<file path="src/rtl/segdac_pkg.sv">
package segdac_pkg;

  localparam int SMP_W  = 16;
  localparam int TAP_W  = 9;
  localparam int DUTY_W = 3;
  localparam int TRIM_W = SMP_W - TAP_W - DUTY_W;

  // two's complement to offset binary
  function automatic logic [SMP_W-1:0] to_offset(input logic [SMP_W-1:0] w);
    to_offset = {~w[SMP_W-1], w[SMP_W-2:0]};
  endfunction

  function automatic logic [TAP_W-1:0] tap_of(input logic [SMP_W-1:0] w);
    logic [SMP_W-1:0] ob;
    ob = to_offset(w);
    tap_of = ob[SMP_W-1 -: TAP_W];
  endfunction

  function automatic logic [DUTY_W-1:0] duty_of(input logic [SMP_W-1:0] w);
    duty_of = w[TRIM_W +: DUTY_W];
  endfunction

  function automatic logic [TRIM_W-1:0] trim_lo_of(input logic [SMP_W-1:0] w);
    trim_lo_of = w[TRIM_W-1:0];
  endfunction

  // all-ones minus the low code: the complement keeps the pair sum fixed
  function automatic logic [TRIM_W-1:0] trim_hi_of(input logic [SMP_W-1:0] w);
    trim_hi_of = ~w[TRIM_W-1:0];
  endfunction

endpackage

</file>
<file path="src/rtl/segdac_pwm.sv">
module segdac_pwm #(
  parameter int DUTY_W = 3
) (
  input  logic              clk,
  input  logic              rst_n,
  input  logic [DUTY_W-1:0] duty,
  output logic [DUTY_W-1:0] cnt,
  output logic              per_end,
  output logic              hi
);

  always_ff @(posedge clk or negedge rst_n) begin
    if (!rst_n) cnt <= '0;
    else        cnt <= cnt + 1'b1;
  end

  assign per_end = &cnt;
  assign hi      = (cnt < duty);

endmodule

</file>
<file path="src/rtl/segdac_hold.sv">
module segdac_hold #(
  parameter int W = 16
) (
  input  logic         clk,
  input  logic         rst_n,
  input  logic         smp_vld,
  input  logic [W-1:0] smp_word,
  input  logic         take,
  output logic         pend_vld,
  output logic         next_ok,
  output logic [W-1:0] next_word
);

  logic [W-1:0] pend_word;

  always_ff @(posedge clk or negedge rst_n) begin
    if (!rst_n) begin
      pend_vld  <= 1'b0;
      pend_word <= '0;
    end else begin
      if (smp_vld) pend_word <= smp_word;
      if (take)         pend_vld <= 1'b0;
      else if (smp_vld) pend_vld <= 1'b1;
    end
  end

  // a strobe in the same cycle overrides the held word
  assign next_ok   = smp_vld | pend_vld;
  assign next_word = smp_vld ? smp_word : pend_word;

endmodule

</file>
<file path="src/rtl/segdac_ctrl.sv">
module segdac_ctrl
  import segdac_pkg::*;
#(
  parameter int WORD_W = segdac_pkg::SMP_W,
  parameter int IDX_W  = segdac_pkg::TAP_W,
  parameter int PWM_W  = segdac_pkg::DUTY_W
) (
  input  logic                           clk,
  input  logic                           rst_n,
  input  logic                           smp_vld,
  input  logic [WORD_W-1:0]              smp_word,
  output logic [IDX_W-1:0]               tap_idx,
  output logic                           tap_hi,
  output logic [WORD_W-IDX_W-PWM_W-1:0]  trim_up,
  output logic [WORD_W-IDX_W-PWM_W-1:0]  trim_dn
);

  localparam int LSB_W = WORD_W - IDX_W - PWM_W;

  logic              pend_vld;
  logic              next_ok;
  logic [WORD_W-1:0] next_word;
  logic [WORD_W-1:0] act_word;
  logic [PWM_W-1:0]  pwm_cnt;
  logic              per_end;
  logic              load;

  segdac_hold #(.W(WORD_W)) u_hold (
    .clk       (clk),
    .rst_n     (rst_n),
    .smp_vld   (smp_vld),
    .smp_word  (smp_word),
    .take      (per_end),
    .pend_vld  (pend_vld),
    .next_ok   (next_ok),
    .next_word (next_word)
  );

  assign load = per_end & next_ok;

  // applied sample, two's complement zero is mid-scale
  always_ff @(posedge clk or negedge rst_n) begin
    if (!rst_n)    act_word <= '0;
    else if (load) act_word <= next_word;
  end

  segdac_pwm #(.DUTY_W(PWM_W)) u_pwm (
    .clk     (clk),
    .rst_n   (rst_n),
    .duty    (duty_of(act_word)),
    .cnt     (pwm_cnt),
    .per_end (per_end),
    .hi      (tap_hi)
  );

  assign tap_idx = tap_of(act_word);
  assign trim_dn = trim_lo_of(act_word);
  assign trim_up = trim_hi_of(act_word);

endmodule

</file>
<file path="config.mk">
export PLATFORM = sky130hd
export DESIGN_NAME = segdac_ctrl
export DESIGN_NICKNAME = d
export VERILOG_FILES = /design/src/rtl/segdac_pkg.sv /design/src/rtl/segdac_pwm.sv /design/src/rtl/segdac_hold.sv /design/src/rtl/segdac_ctrl.sv
export SDC_FILE = /design/constraint.sdc
export NUM_CORES = 1
export LEC_CHECK = 0
export ABC_AREA = 1
export BUFFER_PORTS_ARGS = -buffer_cell sky130_fd_sc_hd__buf_2
export CAP_MARGIN = 15
export CELL_PAD_IN_SITES_DETAIL_PLACEMENT = 0
export CELL_PAD_IN_SITES_GLOBAL_PLACEMENT = 1
export CORE_ASPECT_RATIO = 0.7
export CORE_MARGIN = 5
export CORE_UTILIZATION = 35
export CTS_CLUSTER_SIZE = 40
export DETAILED_ROUTE_END_ITERATION = 7
export PLACE_DENSITY = 0.77
export RECOVER_POWER = 25
export REMOVE_ABC_BUFFERS = 1
export SLEW_MARGIN = 25
export SYNTH_ARGS = -nofsm -noshare
export SYNTH_HDL_FRONTEND = slang
export SYNTH_SLANG_ARGS = --single-unit
</file>
<file path="constraint.sdc">
create_clock -name clk -period 2 [get_ports clk]
set_clock_uncertainty 0.2 [all_clocks]
set_input_delay 0.1 -clock clk [delete_from_list [all_inputs] [get_ports clk]]
set_output_delay 0.1 -clock clk [all_outputs]
set_load 0.03 [all_outputs]
</file>
==> results.py <==
metrics = {
    "floorplanning": {
        "coreArea_um2": 4330,
        "initial_core_util": 0.362,
        "floorplan.rows": 20,
        "die_y_um": 66.0,
        "die_area_um2": 5940,
        "num_io_pins": 37,
        "die_width_um": 90.0,
    },
    "placed_design": {
        "placement.io_buffers": 36,
        "place_congestion": 0.720,
        "hpwlAfterDp_um": 1880,
    },
    "status": {
        "outcome": "completed",
    },
    "clocking": {
        "cts_post_setup_buffers_inserted": 0,
        "clkTransAtPathRegs_ns": 0.07,
        "tritoncts_num_sinks": 36,
        "tritoncts": "yes",
        "cts-buffers-inserted": 5,
        "clock_latency_ns": 0.29,
        "cts.htree.levels": 2,
        "cts_buffer_depth": 2,
        "root_buffer": "clkbuf_8",
    },
    "critical_path": {
        "worst_ep_required_time_ns": 1.70,
        "setup.worst_path.class": "reg -> out",
        "worstPathMaxFanout": 2,
        "start_kind": "flip-flop",
        "worstSetupEndpointType": "primary output",
        "reg2reg_depth": 6,
        "critPathArrivalTime_ns": 1.42,
    },
    "yosys": {
        "cell_type_with_the_largest_total_area_after_synthesis": "dfrtp_1",
        "synth_sequential_area_ratio": 0.574,
        "ys_top_cells_by_area": "dfrtp_1 57%, nand2_1 22%, buf_4 6.2%",
        "synth_largest_type_area_fraction": 0.574,
        "postSynthAreaPerCell_um2": 9.18,
        "ys_seq_elements": 36,
        "ys_warn_count": 0,
        "netlist_area_before_placement_um2": 1570,
        "gate_count_post_synth": 171,
        "synthDistinctLibCells": 13,
    },
    "detailed_routing": {
        "met2RoutedLength_um": 1240,
        "wl_met3_um": 210,
        "drt_pre_antenna_iters": 4,
        "postRouteWirelength_um": 2920,
        "drt_drc_violations_left": 0,
        "routed_wire_length_per_instance_um": 10.8,
        "drt-initial-drc-count": 61,
        "highest_layer": "met4",
        "final_antenna_net_count": 0,
        "count_of_vias_placed_by_the_detailed_router": 1114,
        "met1_length_um": 1400,
        "vias_per_cell": 4.13,
    },
    "timing": {
        "max_slew.worst_pin.slew_ns": 0.992,
        "slew-limit-headroom": 0.339,
        "final_period_minus_worst_setup_slack_ns": 1.72,
        "grt_setup_unrepaired": "false",
        "endpoints_failing_hold": 0,
        "totalNegativeSetupSlack_ns": 0,
        "setup_viol": 0,
        "timing.final.max_slew_violations": 0,
        "period_utilisation_layout": 0.861,
        "fmaxAchievable_ghz": 0.580,
    },
    "layout": {
        "layout_common_cells": "94 x nand2_1, 36 x dfrtp_1, 31 x buf_2",
        "num_antenna_cells": 0,
        "finish.net_count": 237,
        "post_route_cells_drive_above_1_share": 0.214,
        "utilization": 0.445,
        "area.growth.synth_to_final_pct": 22.6,
        "most_common_cell_after_layout_fill_and_taps_aside": "nand2_1",
    },
    "power_and_ir_drop": {
        "cellLeakagePower_uw": 0.00107,
        "power-per-cell-area_nw_per_um2": 822,
        "ir_worst_vdd_mv": 0.445,
    },
    "global_route": {
        "groute.usage.overall": 0.113,
        "number_of_antenna_violations_at_the_first_check_in_global_routing": 0,
        "global_route.overflow_total": 0,
        "grt_max_degree": 37,
        "first_global_vias": 1192,
        "grt_first_pass_wirelength_um": 5240,
    },
    "worst_hold_path": {
        "holdCritPathClass": "in -> async",
    },
    "flow_run": {
        "maxCapViolCount": 0,
    },
}
==> per-stage QoR <==
stage	total power [uW]	hold slack (ns)	cells	worst slack (ns)	area, um2
floorplan	964	-0.396	154	0.480	1430
global placement	1050	0.0314	245	0.432	1680
detailed placement	1050	0.0273	245	0.390	1680
CTS	1610	0.0635	270	0.239	1940
global route	1670	0.285	270	0.196	1920
finish	1580	0.226	270	0.277	1920
==> flip-flops by register name, indices dropped and copies added, names as in the netlist <==
register and flops:
act_word 16, u_hold.pend_word 16, u_pwm.cnt 3, u_hold.pend_vld 1
==> critical path: stages (launching register included) <==
cell,delay (ns)
dfrtp_1,0.34
inv_1,0.05
ha_1,0.30
a21o_1,0.16
nor2_1,0.09
buf_2,0.20
==> metal layers <==
layer  global-route usage  vias to the layer above
li1                     -                      584
met1                0.134                      488
met2                0.179                       35
met3               0.0421                        7
met4               0.0613                        0
met5                    0                        -
==> final timing paths <==
kind                                   start      endpoint  slack, ns
worst max-delay path             act_word[6]        tap_hi       0.28
min in group clk                u_pwm.cnt[0]  u_pwm.cnt[0]       0.25
max in group asynchronous              rst_n   act_word[0]       0.88
worst max register to register  u_pwm.cnt[0]  act_word[11]       0.40
worst min-delay path                   rst_n   act_word[8]       0.23
worst min register to register  u_pwm.cnt[0]  u_pwm.cnt[0]       0.25
==> Yosys cell counts <==
library cell,instances
a21o_1,1
a21oi_1,1
buf_4,13
buf_6,4
dfrtp_1,36
ha_1,4
inv_1,9
inv_2,1
nand2_1,91
nand2_2,6
nor2_1,2
nor2_4,2
o21ai_4,1
==> cell families after synthesis <==
kind of cell / after synthesis / synth area share
compound gates: 3 / 0.0183
flops: 36 / 0.574
fa+ha+maj: 4 / 0.0319
buf+inv: 27 / 0.115
simple gates: 101 / 0.261
==> final cells by class <==
| type | instances | area [um2] |
|---|---|---|
| flip-flops and latches | 36 | 901 |
| well taps | 55 | 68.8 |
| clock buffers | 6 | 82.6 |
| clock inverters | 2 | 10.0 |
| fillers | 451 | 2400 |
| multi-input cells | 108 | 480 |
| inverters | 10 | 37.5 |
| repair buffers | 53 | 344 |
==> repair_timing <==
item                                   CTS  global route
hold buffers                            17             0
setup endpoints to repair                0             0
endpoints found under the hold margin   68             0
resized for setup                        0             0
==> where the power goes <==
part | leakage [uW] | total [uW] | switching (uW) | internal, uW
sequential | 0.000439 | 812 | 25.2 | 786
combinational | 0.000576 | 244 | 158 | 86.0
clock | 0.0000510 | 527 | 252 | 275
total | 0.00107 | 1580 | 436 | 1150
Note: power is estimated with default switching activity, not from simulation.
